[config.mk]
export PLATFORM = sky130hd
export DESIGN_NAME = line_burst_fetcher
export DESIGN_NICKNAME = d
export VERILOG_FILES = /design/src/rtl/lbf_pkg.sv /design/src/rtl/lbf_req_issuer.sv /design/src/rtl/lbf_resp_tracker.sv /design/src/rtl/line_burst_fetcher.sv
export SDC_FILE = /design/constraint.sdc
export NUM_CORES = 1
export LEC_CHECK = 0
export ABC_CLOCK_PERIOD_IN_PS = 1500
export BUFFER_PORTS_ARGS = -buffer_cell sky130_fd_sc_hd__clkbuf_2
export CAP_MARGIN = 20
export CELL_PAD_IN_SITES_DETAIL_PLACEMENT = 1
export CELL_PAD_IN_SITES_GLOBAL_PLACEMENT = 1
export CORE_UTILIZATION = 26
export CTS_CLUSTER_DIAMETER = 100
export DETAILED_ROUTE_END_ITERATION = 16
export PLACE_DENSITY_LB_ADDON = 0.05
export SLEW_MARGIN = 20
export SYNTH_ARGS = -nofsm -noshare
export SYNTH_HDL_FRONTEND = slang
export SYNTH_SLANG_ARGS = --single-unit
export TNS_END_PERCENT = 30
[constraint.sdc]
create_clock -name clk -period 1.5 [get_ports clk]
set_input_delay 0.225 -clock clk [delete_from_list [all_inputs] [get_ports clk]]
set_output_delay 0.225 -clock clk [all_outputs]
set_load 0.05 [all_outputs]
[src/rtl/lbf_pkg.sv]
package lbf_pkg;

    typedef enum logic [2:0] {
        CTI_CLASSIC = 3'b000,
        CTI_INCR    = 3'b010,
        CTI_END     = 3'b111
    } cti_e;

    typedef struct packed {
        logic        valid;
        logic        last;
        logic [31:0] addr;
        logic [31:0] data;
    } word_resp_t;

    function automatic cti_e cti_for(input logic is_last);
        return is_last ? CTI_END : CTI_INCR;
    endfunction

endpackage

[src/rtl/lbf_req_issuer.sv]
module lbf_req_issuer
    import lbf_pkg::*;
#(
    parameter int ADDR_W = 32,
    parameter int OFS_W  = 5
) (
    input  logic                    clk,
    input  logic                    rst,
    input  logic                    start,
    input  logic [ADDR_W-OFS_W-1:0] line_tag,
    input  logic                    stall,
    input  logic                    line_done,
    output logic                    stb,
    output logic [ADDR_W-1:0]       adr,
    output logic [2:0]              cti
);
    localparam int IDX_W = OFS_W - 2;
    localparam logic [IDX_W-1:0] LAST_IDX = {IDX_W{1'b1}};

    logic             stb_q;
    logic [IDX_W-1:0] idx_q;
    logic [IDX_W-1:0] idx_nxt;
    logic [ADDR_W-1:0] adr_q;
    cti_e             cti_q;

    assign idx_nxt = idx_q + 1'b1;

    always_ff @(posedge clk) begin
        if (rst) begin
            stb_q <= 1'b0;
            idx_q <= '0;
            adr_q <= '0;
            cti_q <= CTI_CLASSIC;
        end else if (start) begin
            stb_q <= 1'b1;
            idx_q <= '0;
            adr_q <= {line_tag, {OFS_W{1'b0}}};
            cti_q <= cti_for(LAST_IDX == '0);
        end else if (stb_q && !stall) begin
            if (idx_q == LAST_IDX) begin
                stb_q <= 1'b0;
            end else begin
                idx_q <= idx_nxt;
                adr_q <= {adr_q[ADDR_W-1:OFS_W], idx_nxt, 2'b00};
                cti_q <= cti_for(idx_nxt == LAST_IDX);
            end
        end else if (line_done) begin
            cti_q <= CTI_CLASSIC;
        end
    end

    assign stb = stb_q;
    assign adr = adr_q;
    assign cti = cti_q;

endmodule

[src/rtl/lbf_resp_tracker.sv]
module lbf_resp_tracker
    import lbf_pkg::*;
#(
    parameter int ADDR_W = 32,
    parameter int OFS_W  = 5
) (
    input  logic                    clk,
    input  logic                    rst,
    input  logic                    start,
    input  logic [ADDR_W-OFS_W-1:0] line_tag,
    input  logic                    active,
    input  logic                    ack,
    input  logic [31:0]             dat,
    output word_resp_t              resp
);
    localparam int IDX_W = OFS_W - 2;

    logic [ADDR_W-OFS_W-1:0] tag_q;
    logic [IDX_W-1:0]        ridx_q;
    logic                    hit;

    assign hit = active && ack;

    always_ff @(posedge clk) begin
        if (rst) begin
            tag_q  <= '0;
            ridx_q <= '0;
        end else if (start) begin
            tag_q  <= line_tag;
            ridx_q <= '0;
        end else if (hit) begin
            ridx_q <= ridx_q + 1'b1;
        end
    end

    always_comb begin
        resp       = '0;
        resp.valid = hit;
        resp.last  = hit && (ridx_q == {IDX_W{1'b1}});
        resp.addr  = 32'({tag_q, ridx_q, 2'b00});
        resp.data  = dat;
    end

endmodule

[src/rtl/line_burst_fetcher.sv]
module line_burst_fetcher
    import lbf_pkg::*;
#(
    parameter int LINE_BYTES = 32
) (
    input  logic        clk,
    input  logic        rst,
    input  logic        fetch_req,
    input  logic [31:0] fetch_addr,
    output logic        word_valid,
    output logic [31:0] word_data,
    output logic [31:0] word_addr,
    output logic        word_last,
    output logic [31:0] bus_adr,
    input  logic [31:0] bus_dat_i,
    output logic [2:0]  bus_cti,
    output logic        bus_cyc,
    output logic        bus_stb,
    input  logic        bus_stall,
    input  logic        bus_ack
);
    localparam int ADDR_W = 32;
    localparam int OFS_W  = $clog2(LINE_BYTES);
    localparam logic [ADDR_W-1:0] OFS_MASK = ADDR_W'(LINE_BYTES - 1);

    logic                    cyc_q;
    logic                    start;
    logic [ADDR_W-1:0]       aligned;
    logic [ADDR_W-OFS_W-1:0] line_tag;
    word_resp_t              resp;

    assign start    = fetch_req && !cyc_q;
    assign aligned  = fetch_addr & ~OFS_MASK;
    assign line_tag = aligned[ADDR_W-1:OFS_W];

    always_ff @(posedge clk) begin
        if (rst)
            cyc_q <= 1'b0;
        else if (start)
            cyc_q <= 1'b1;
        else if (resp.last)
            cyc_q <= 1'b0;
    end

    lbf_req_issuer #(.ADDR_W(ADDR_W), .OFS_W(OFS_W)) u_issue (
        .clk       (clk),
        .rst       (rst),
        .start     (start),
        .line_tag  (line_tag),
        .stall     (bus_stall),
        .line_done (resp.last),
        .stb       (bus_stb),
        .adr       (bus_adr),
        .cti       (bus_cti)
    );

    lbf_resp_tracker #(.ADDR_W(ADDR_W), .OFS_W(OFS_W)) u_track (
        .clk      (clk),
        .rst      (rst),
        .start    (start),
        .line_tag (line_tag),
        .active   (cyc_q),
        .ack      (bus_ack),
        .dat      (bus_dat_i),
        .resp     (resp)
    );

    assign bus_cyc    = cyc_q;
    assign word_valid = resp.valid;
    assign word_last  = resp.last;
    assign word_addr  = resp.addr;
    assign word_data  = resp.data;

endmodule

Word level (Yosys, flattened, before mapping)
Index checks and enable logic that the tools add are counted.

storage, ports and cells
  bits in registers = 65
  bits of input ports = 69
  output and inout port bits = 103
  word-level logic and storage cells = 45

operators by class
  add/subtract/negate cells = 2
  equal/unequal tests = 5
  multiplexer cells = 13
  bitwise gates (word level) = 1
  reduce and logical (&&, ||, !) cells = 16

operators with widths
  operator             number
  $mux 32              2
  $mux 3               4
  $eq 3x3->1 const B   3
  $reduce_and 2->1     4
  $reduce_bool 2->1    4
  $add 3x1->3 const B  2
  $mux 1               5
  $mux 5               1
  $logic_and 1x1->1    4
  $ne 3x3->1 const B   1
  $reduce_bool 3->1    1
  $logic_not 1->1      2
  $mux 2               1
  $ne 2x2->1 const B   1
  $reduce_or 2->1      1
  $not 1->1            1

Logic depth before layout (Yosys ltp)
  depth in word-level cells = 6
  gate-level depth with buffers = 5
  mapped depth without buffers = 5

Cells and area by module
A second synthesis with hierarchy kept.

unflattened totals
  cell total of the unflattened synthesis = 268
  area total of the unflattened synthesis = 2732.6 um^2

by module, submodules not included
  module              times used  cells an instance  area each (um^2)  seq. area each (um^2)
  lbf_resp_tracker    1           140                1411.4            600.6
  lbf_req_issuer      1           124                1281.2            660.6
  line_burst_fetcher  1           4                  40.0              20.0

Worst setup path before layout
Ideal clock, no wire load.

  path kind = register to output
  start point = reg u_track.ridx_q[0]
  end point = out word_last
  arrival = 1.483 ns
  required time = 1.275 ns
  path slack = -0.208 ns
  stages on the path, launching flop included = 5
  buffers on the path = 0
  cell sequence = dfxtp_1 -> ha_1 -> ha_1 -> nand3_1 -> inv_1

between the ends
  cells in the longest elaborated chain, start to end = 2

RTL lines
  what                    line                      source
  start, declared         lbf_resp_tracker.sv:19    logic [IDX_W-1:0] ridx_q;
  start signal, assigned  lbf_resp_tracker.sv:32    ridx_q <= ridx_q + 1'b1;
  $eq 3x3->1              lbf_resp_tracker.sv:39    resp.last = hit && (ridx_q == {IDX_W{1'b1}});
  $logic_and 1x1->1       lbf_resp_tracker.sv:39
  end, declared           line_burst_fetcher.sv:13  output logic word_last,

No other way between the ends.

Final worst setup path
Ends and elaborated chain as after synthesis.

==> summary.md <==
| Metric | Value |
|---|---|
| Final wirelength | `5.911 mm` |
| Worst r2r dst | `u_issue.cti[0]` |
| First DRT Iteration DRCs | `31` |
| Syn Area/Cell | `11.69 sq um` |
| Pin count of the biggest net entering global routing | `37` |
| Std cell rows | `35` |
| Critical Path Most Common Cell | `ha_4` |
| Vias per cell | `4.603` |
| Clk buf depth | `2` |
| Warnings, synthesis | `0` |
| Synth Instances | `209` |
| # hold bufs at CTS | `0` |
| CTS tree | `yes` |
| Post-synth EDFFs | `0` |
| Vias in the first global route | `roughly 1,900` |
| Async set-reset flop share out of synthesis | `0` |
| CP required | `around 1.3 ns` |
| Placement Cell Area | `0.002806 sq mm` |
| Cells on worst reg2reg path | `5` |
| Gr usage total | `0.1237` |
| Origin of the critical flop-to-flop path | `u_issue.idx_q[1]` |
| Avg WL per Cell | `14.78 um` |
| Area Overhead vs Synth | `28.69%` |
| Slew HR | `0.6643` |
| Clock latency on the worst-skew pair | `0.33 ns` |
| Area contributors post-synth | `dfxtp_1 (52%), a22o_1 (19%), buf_4 (11%)` |
| Final antenna-violating net count | `0` |
| Slowest cell on crit path | `dfxtp_4` |
| Tightest Hold Check Type | `in2reg` |
| Die width | `about 99 um` |
| Crit end category | `primary output` |
| Final Critical Period | `1.571 ns` |
| Clock root buffer | `clkbuf_8` |
| Failing checks | `negative setup slack` |
| I/O Buffers | `98` |
| Final setup vio count | `1` |
| Initial Util | `0.2668` |
| Final worst-path cycle share | `1.047` |
| Worst Slack Setup Final | `-0.07113 ns` |
| Clock slew at reported path FFs | `0.07 ns` |
| CTS buffer count | `9` |
| Fin. max-slew vios | `0` |
| Area of the multi-input gates | `829.5 sq um` |
| Clk_skew | `0.007664 ns` |
| Least-Margin Pin Slew | `0.5024 ns` |
| ANT cells | `0` |
| Hold Vio Cnt, Final | `0` |
| Crit-path cells | `ha_4, ha_4, nand3_4, clkinvlp_4, clkbuf_16` |
| Final instance area | `0.003143 sq mm` |
| DP Wirelength | `around 4.1 mm` |
| H-tree depth reported by CTS | `3` |
| Pre-antenna DRT Iters | `4` |
| FF+latch count, synth | `64` |
| I/O pin total | `around 170` |
| Maximum vdd drop | `0.4746 mV` |
| WP data arrival | `1.35 ns` |
| Die Y | `98.92 um` |
| DIE AREA | `between 0.009 and 0.01 sq mm` |
| Core box area | `approximately 0.0092 sq mm` |
| CP Launch Point | `u_track.ridx_q[0]` |
| Startpoint Class | `register` |
| Synth top cells by count | `dfxtp_1 (64), a22o_1 (54), buf_4 (37)` |
| FF/Latch Area | `0.001295 sq mm` |
| Dominant cell type by area after synthesis | `dfxtp_1` |
| Most common cell in the netlist | `dfxtp_1` |
| Register area share after synthesis | `0.5246` |
| Share of the synthesized area in the top cell type | `0.5246` |
| Slack of the worst reg-to-reg path | `~0.04 ns` |
| Total grt overflow | `0` |
| Smallest hold slack | `0.1199 ns` |
| Largest stage delay on the critical path | `0.35 ns` |
| Hold Crit Depth | `2` |
| Pwr/cell area | `1381 mW/mm^2` |
| Routed via count | `1,841` |
| Share of layout cells above drive strength 1 | `0.4810` |
| First-pass GRT wire length | `9.328 mm` |
| CTS sink count | `64` |
| Antenna violations before repair | `0` |
| Worst Path Max Fanout | `2` |
| Worst Setup EP | `word_last` |
| Fmax | `636.5 MHz` |
| Leak pwr | `1.467 nW` |
| Max-cap violation count | `0` |
| Status | `finished with violations` |
| Synthesized cell area | `0.002442 sq mm` |
| Ys flop type | `dfxtp_1` |
| Drt drc | `0` |
| Placer congestion estimate | `0.6913` |
| Fin nets | `359` |
| RSZ-0062 raised after global routing | `yes` |
| Post-synth cell types | `29` |
| Fillcell total | `roughly 1,100` |
| Kind of critical path | `reg2out` |
-- metrics by stage --
step | utilization | instances | power (mW) | TNS [ns] | setup WS, ns
after floorplan | - | 212 | 2.674 | 0 | 0.0006483
after global routing | 0.3434 | 400 | 4.569 | -0.2059 | -0.1341
after detailed placement | 0.3066 | 380 | 2.626 | 0 | 0.03682
after global placement | 0.3066 | 380 | 2.628 | 0 | 0.03404
after CTS | 0.3419 | 399 | 4.430 | -0.1072 | -0.1072
final | 0.3434 | 400 | 4.341 | -0.07113 | -0.07113
-- power by group --
part	internal, mW	total [mW]	switching (mW)
registers	1.80	1.85	0.0564
clock network	1.08	1.75	0.668
logic	0.202	0.738	0.537
-- critical path, delay by kind of cell (launching register included) --
kind / cells / cell delay, ns
flip-flops: 1 / 0.35
adder cells (fa/ha/maj): 2 / 0.32
buffers and inverters: 2 / 0.28
AND/OR/NAND/NOR: 1 / 0.06
-- worst min-delay path by stage --
stage | startpoint | endpoint | slack (ns)
finish | fetch_addr[16] | u_track.tag_q[11] | 0.12
CTS | fetch_addr[21] | u_issue.adr[21] | 0.1
global route | fetch_addr[16] | u_issue.adr[16] | 0.1
detailed placement | bus_dat_i[24] | word_data[24] | 0.45
floorplan | rst | u_issue.stb | 0.29
global placement | bus_dat_i[24] | word_data[24] | 0.45
-- cells in the final DEF (no fill, tap or decap), drive strengths merged, types with 3 or more instances in the layout --
cell,n
dfxtp,64
nand2,3
buf,12
ha,6
nand3,3
a21oi,4
nor2,6
a22o,54
conb,4
inv,3
clkbuf,109
-- flip-flops by register name (all words and copies together), names as in the netlist --
register and flops:
bus_cyc 1, u_issue.stb 1, u_track.tag_q 27, u_issue.adr 27, u_issue.idx_q 3, u_track.ridx_q 3
u_issue.cti 2
-- per-layer routing --
metal | share of wire | track usage | vias to the layer above
met5 | 0 | 0 | -
li1 | - | - | 863
met3 | 0.077 | 0.05603 | 28
met1 | 0.43 | 0.1381 | 867
met4 | 0.035 | 0.07692 | 0
met2 | 0.46 | 0.1920 | 83
-- layout make-up --
| class | instances | area share |
|---|---|---|
| Clock inverter | 4 | 0.02349 |
| Sequential cell | 64 | 0.4120 |
| Clock buffer | 12 | 0.05295 |
| Multi-Input combinational cell | 96 | 0.2639 |
| Inverter | 4 | 0.005971 |
| Tap cell | 111 | 0.04419 |
| Timing Repair Buffer | 109 | 0.1975 |
-- logic make-up after synthesis --
kind of cell | Yosys count | synth area share
DFF | 64 | 0.5246
AOI/OAI and AO/OA | 63 | 0.2147
buffers and inverters | 52 | 0.1655
and+or+nand+nor | 20 | 0.05174
adders and majority gates | 6 | 0.03074
xor gates and xnor gates | 2 | 0.007173
other | 1 | 0.001535
muxes | 1 | 0.004099
-- repair_timing --
action	CTS	global route
gates resized for setup	10	3
endpoints found under the setup margin	2	6
pin swaps	2	1
buffers inserted	3	1
gates cloned	0	0
No activity file was read; power rests on OpenSTA's default activity.
